===== src/rtl/chain_drv_pkg.sv =====
package chain_drv_pkg;
  localparam int unsigned DEF_NCH   = 4;
  localparam int unsigned DEF_SYNC  = 2;
  localparam int unsigned SYNC_BITS = 3;
  localparam int unsigned IDX_DIN   = 0;
  localparam int unsigned IDX_SCLK  = 1;
  localparam int unsigned IDX_LATCH = 2;
endpackage


===== src/rtl/chain_sync_bank.sv =====
module chain_sync_bank #(
  parameter int unsigned W      = 1,
  parameter int unsigned STAGES = 2
) (
  input  logic         clk,
  input  logic         rst,
  input  logic [W-1:0] d,
  output logic [W-1:0] q
);
  logic [W-1:0] pipe [STAGES];

  always_ff @(posedge clk) begin
    if (rst) pipe[0] <= '0;
    else     pipe[0] <= d;
  end

  generate
    for (genvar s = 1; s < STAGES; s++) begin : g_stage
      always_ff @(posedge clk) begin
        if (rst) pipe[s] <= '0;
        else     pipe[s] <= pipe[s-1];
      end
    end
  endgenerate

  assign q = pipe[STAGES-1];
endmodule


===== src/rtl/chain_rise_det.sv =====
module chain_rise_det (
  input  logic clk,
  input  logic rst,
  input  logic lvl,
  output logic pulse
);
  logic prev_q;

  always_ff @(posedge clk) begin
    if (rst) prev_q <= 1'b0;
    else     prev_q <= lvl;
  end

  assign pulse = lvl & ~prev_q;
endmodule


===== src/rtl/chain_hold_reg.sv =====
module chain_hold_reg #(
  parameter int unsigned NCH = 4
) (
  input  logic           clk,
  input  logic           rst,
  input  logic           shift_en,
  input  logic           din,
  output logic [NCH-1:0] hold_q,
  output logic           dout
);
  always_ff @(posedge clk) begin
    if (rst)           hold_q <= '0;
    else if (shift_en) hold_q <= {hold_q[NCH-2:0], din};
  end

  // last stage is a flop, so the chain output is registered
  assign dout = hold_q[NCH-1];
endmodule


===== src/rtl/chain_out_stage.sv =====
module chain_out_stage #(
  parameter int unsigned NCH = 4
) (
  input  logic           clk,
  input  logic           rst,
  input  logic           load,
  input  logic [NCH-1:0] hold_d,
  input  logic           en_n,
  input  logic [NCH-1:0] permit,
  output logic [NCH-1:0] out_q,
  output logic [NCH-1:0] chan_on
);
  always_ff @(posedge clk) begin
    if (rst)       out_q <= '0;
    else if (load) out_q <= hold_d;
  end

  generate
    for (genvar i = 0; i < NCH; i++) begin : g_gate
      always_ff @(posedge clk) begin
        if (rst) chan_on[i] <= 1'b0;
        else     chan_on[i] <= out_q[i] & ~en_n & permit[i];
      end
    end
  endgenerate
endmodule


===== src/rtl/chain_driver_ctrl.sv =====
module chain_driver_ctrl
  import chain_drv_pkg::*;
#(
  parameter int unsigned NCH         = DEF_NCH,
  parameter int unsigned SYNC_STAGES = DEF_SYNC
) (
  input  logic           clk,
  input  logic           rst,
  input  logic           ser_clk,
  input  logic           ser_din,
  input  logic           latch_strb,
  input  logic           en_n,
  input  logic [NCH-1:0] permit,
  output logic           ser_dout,
  output logic [NCH-1:0] chan_on
);
  logic [SYNC_BITS-1:0] raw_in;
  logic [SYNC_BITS-1:0] syn_in;
  logic                 sclk_edge;
  logic                 latch_edge;
  logic [NCH-1:0]       hold_q;
  logic [NCH-1:0]       out_q;

  always_comb begin
    raw_in            = '0;
    raw_in[IDX_DIN]   = ser_din;
    raw_in[IDX_SCLK]  = ser_clk;
    raw_in[IDX_LATCH] = latch_strb;
  end

  // data goes through the same depth as the clock, keeping them aligned
  chain_sync_bank #(.W(SYNC_BITS), .STAGES(SYNC_STAGES)) u_sync (
    .clk (clk),
    .rst (rst),
    .d   (raw_in),
    .q   (syn_in)
  );

  chain_rise_det u_sclk_det (
    .clk   (clk),
    .rst   (rst),
    .lvl   (syn_in[IDX_SCLK]),
    .pulse (sclk_edge)
  );

  chain_rise_det u_latch_det (
    .clk   (clk),
    .rst   (rst),
    .lvl   (syn_in[IDX_LATCH]),
    .pulse (latch_edge)
  );

  chain_hold_reg #(.NCH(NCH)) u_hold (
    .clk      (clk),
    .rst      (rst),
    .shift_en (sclk_edge),
    .din      (syn_in[IDX_DIN]),
    .hold_q   (hold_q),
    .dout     (ser_dout)
  );

  chain_out_stage #(.NCH(NCH)) u_out (
    .clk     (clk),
    .rst     (rst),
    .load    (latch_edge),
    .hold_d  (hold_q),
    .en_n    (en_n),
    .permit  (permit),
    .out_q   (out_q),
    .chan_on (chan_on)
  );
endmodule


===== config.mk =====
export PLATFORM = sky130hd
export DESIGN_NAME = chain_driver_ctrl
export DESIGN_NICKNAME = d
export VERILOG_FILES = /design/src/rtl/chain_drv_pkg.sv /design/src/rtl/chain_sync_bank.sv /design/src/rtl/chain_rise_det.sv /design/src/rtl/chain_hold_reg.sv /design/src/rtl/chain_out_stage.sv /design/src/rtl/chain_driver_ctrl.sv
export SDC_FILE = /design/constraint.sdc
export NUM_CORES = 1
export LEC_CHECK = 0
export CAP_MARGIN = 0
export CORE_AREA = 2 2 39 41
export CTS_BUF_LIST = sky130_fd_sc_hd__clkbuf_4 sky130_fd_sc_hd__clkbuf_8
export DETAILED_ROUTE_END_ITERATION = 10
export DIE_AREA = 0 0 41 43
export MAX_ROUTING_LAYER = met4
export PLACE_DENSITY = 0.78
export RECOVER_POWER = 25
export SLEW_MARGIN = 20
export SYNTH_ARGS = -nofsm -noshare
export SYNTH_HDL_FRONTEND = slang
export SYNTH_SLANG_ARGS = --single-unit
export TNS_END_PERCENT = 100

===== constraint.sdc =====
create_clock -name clk -period 2.47 [get_ports clk]
set_input_delay 0.494 -clock clk [delete_from_list [all_inputs] [get_ports clk]]
set_output_delay 0.494 -clock clk [all_outputs]
set_load 0.05 [all_outputs]

==> flow_metrics.tcl <==
set metrics [dict create \
    grt_max_degree 19 \
    fin_area_um2 844.6 \
    yosys.area.top_type "dfxtp_1" \
    path_depth 1 \
    ys_types 11 \
    timing.final.ws_setup_ns 0.5410 \
    irDropWorstVdd_uv 428.1 \
    drt-vias-per-instance 4.733 \
    p_leak_nw 0.3505 \
    regToRegSetupSlack_ns 1.54 \
    hold_buffers 0 \
    ys_ff_latch 20 \
    die-width_um 41 \
    cts_root_buf "clkbuf_4" \
    grt_pass1_wl_um 1524 \
    slowest_stage "clkdlybuf4s50_1" \
    tns_ns 0 \
    grt_usage_pct 13.78 \
    rr_worst_depth 2 \
    cts_htree_levels 1 \
    hold_path.class "flop to flop" \
    syn-num-nets 64 \
    start_kind "flop" \
    fin_nets 81 \
    diodes 0 \
    ys_warn_count 0 \
    portBuffers 14 \
    grt_pass1_vias 388 \
    cts_setup_buffers 0 \
    fin_crit_ns 1.929 \
    insertion_delay_ns 0.30 \
    cts_buffers 3 \
    slew_headroom_pct 64.91 \
    crit_family "buffers and inverters" \
    p_comb_share_pct 4.6 \
    hold_viol 0 \
    tightest_slew_ns 0.5246 \
    area_growth_pct 30.31 \
    overflow 0 \
    seq_power_share_pct 53.2 \
    p_sw_share_pct 17.42 \
    grt_setup_unrepaired "no" \
    drc 0 \
    wl_um 956 \
    via_count 407 \
    dp_slack_ns 0.7020 \
    max_freq_mhz 518.4 \
    clkTransAtPathRegs_ns 0.10 \
    cts_resized 0 \
    clockPowerShare_pct 42.2 \
    reg2reg_from "u_sclk_det.prev_q$_SDFF_PP0_" \
    max_stage_delay_ns 0.80 \
    endpoint_kind "primary output" \
    drt_iter0_drc 2 \
    dieArea_mm2 0.001763 \
    ys_seq_area_share_pct 61.78 \
    io_pins 15 \
    hpwl_um 673.8 \
    dr.pass1.iters 4 \
    die_h_um 43 \
    cp.arrival_ns 1.44 \
    drive_gt1_share_pct 7.143 \
    powerDensity_mw_per_mm2 733.7 \
    critPathLaunch "u_hold.hold_q[3]$_SDFFE_PP0P_" \
    wl_per_cell_um 11.12 \
    synth_top_cell_area_share_pct 61.78 \
    cp_num_buf_inv 1 \
    drtAntennaViolNets 0 \
    cap_violations 0 \
    clock_sinks 20 \
    switchingPower_w 0.0001080 \
    row_count 14 \
    internal_power_w 0.0005117 \
    finalSetupViolCount 0 \
    crit_chain "clkdlybuf4s50_1" \
    start_util_pct 46.84 \
    cts_tree "yes" \
    fin_worst_skew_ns 0.005547 \
    min_path_cells 1 \
    antenna_found_initial 0 \
    netlist_instances 54 \
    cp.required_ns 1.98 \
    status "finished, final reports clean" \
    layout_common_cells "dfxtp_1, clkdlybuf4s50_1, nand2b_1, nor2b_1, mux2i_1" \
    final_common_cell "dfxtp_1" \
    hold_path_startpoint "u_sync.pipe[0][2]$_SDFF_PP0_" \
    critPathKind "flop to primary output" \
    syn_avg_cell_area_um2 12.00 \
    cts_buffer_depth 2 \
    critPathMaxFanout 2 \
    globalplace.congestion 0.6938 \
    dpl_cell_area_um2 792.0 \
    synth_area_um2 648.1 \
    core_area_mm2 0.001384 \
    slew_violations 0 \
    netlist_top_cells_area "dfxtp_1, mux2i_1, nand2b_1, nor2b_1, and3_1" \
    period_share_pct 78.10 \
]
kinds of logic after synthesis:
| family | share of synthesized area (%) |
|---|---|
| AND/OR/NAND/NOR | 24.13 |
| flip-flops | 61.78 |
| multiplexers | 10.81 |
| buffers and inverters | 2.509 |
| AO/OA/AOI/OAI | 0.7715 |
layout make-up:
type | instances | area (um2)
flip-flops and latches | 20 | 400.4
clock buffers | 3 | 22.52
multi-input cells | 32 | 231.5
clock inverters | 1 | 30.03
well taps | 16 | 20.02
repair buffers | 14 | 140.1
fillers | 127 | 539.3
path summary, 6_finish.rpt:
path,endpoint
max reg2reg,u_hold.hold_q[1]$_SDFFE_PP0P_
min,u_sync.pipe[1][2]$_SDFF_PP0_
max,ser_dout
min reg2reg,u_sync.pipe[1][2]$_SDFF_PP0_
state kept, by name (all words and copies together), names as in the netlist:
name / cells
u_sync.pipe: 6
u_latch_det.prev_q: 1
u_sclk_det.prev_q: 1
u_out.chan_on: 4
u_out.out_q: 4
u_hold.hold_q: 4
synth_stat cells:
cell        n
nor2b_1     8
buf_6       1
mux2i_1     7
nand2b_1    9
nor2_2      1
clkbuf_2    1
dfxtp_1    20
and3_1      4
and2b_1     1
o21ai_1     1
nand4bb_1   1
per-layer routing:
layer  GRT usage, %  part of all wire [%]  routed length (um)  vias up
met5              -                     0                   0        -
met4          12.00                   1.5                  14        0
met3          3.141                   7.4                  71        4
met2          19.69                    47                 450       18
met1          15.15                    44                 419      178
li1               -                     -                   -      207
power groups by stage:
stage / logic, W / clock network [W] / registers [W]
2_1_floorplan: 0.0000147 / 0 / 0.000337
3_3_place_gp: 0.0000292 / 0 / 0.000337
3_5_place_dp: 0.0000294 / 0 / 0.000337
4_1_cts: 0.0000297 / 0.000267 / 0.000330
5_1_grt: 0.0000313 / 0.000282 / 0.000330
6_report: 0.0000288 / 0.000261 / 0.000330
per-stage QoR:
step,util (%),hold slack [ns],instances,total power [W]
after floorplan,-,0.4138,54,0.0003512
after global placement,57.23,0.4170,82,0.0003660
after detailed placement,57.23,0.4242,82,0.0003664
after CTS,61.03,0.4498,86,0.0006262
after global routing,61.03,0.4653,86,0.0006440
final,61.03,0.4468,86,0.0006196
Power figures use the tool's default switching activity.
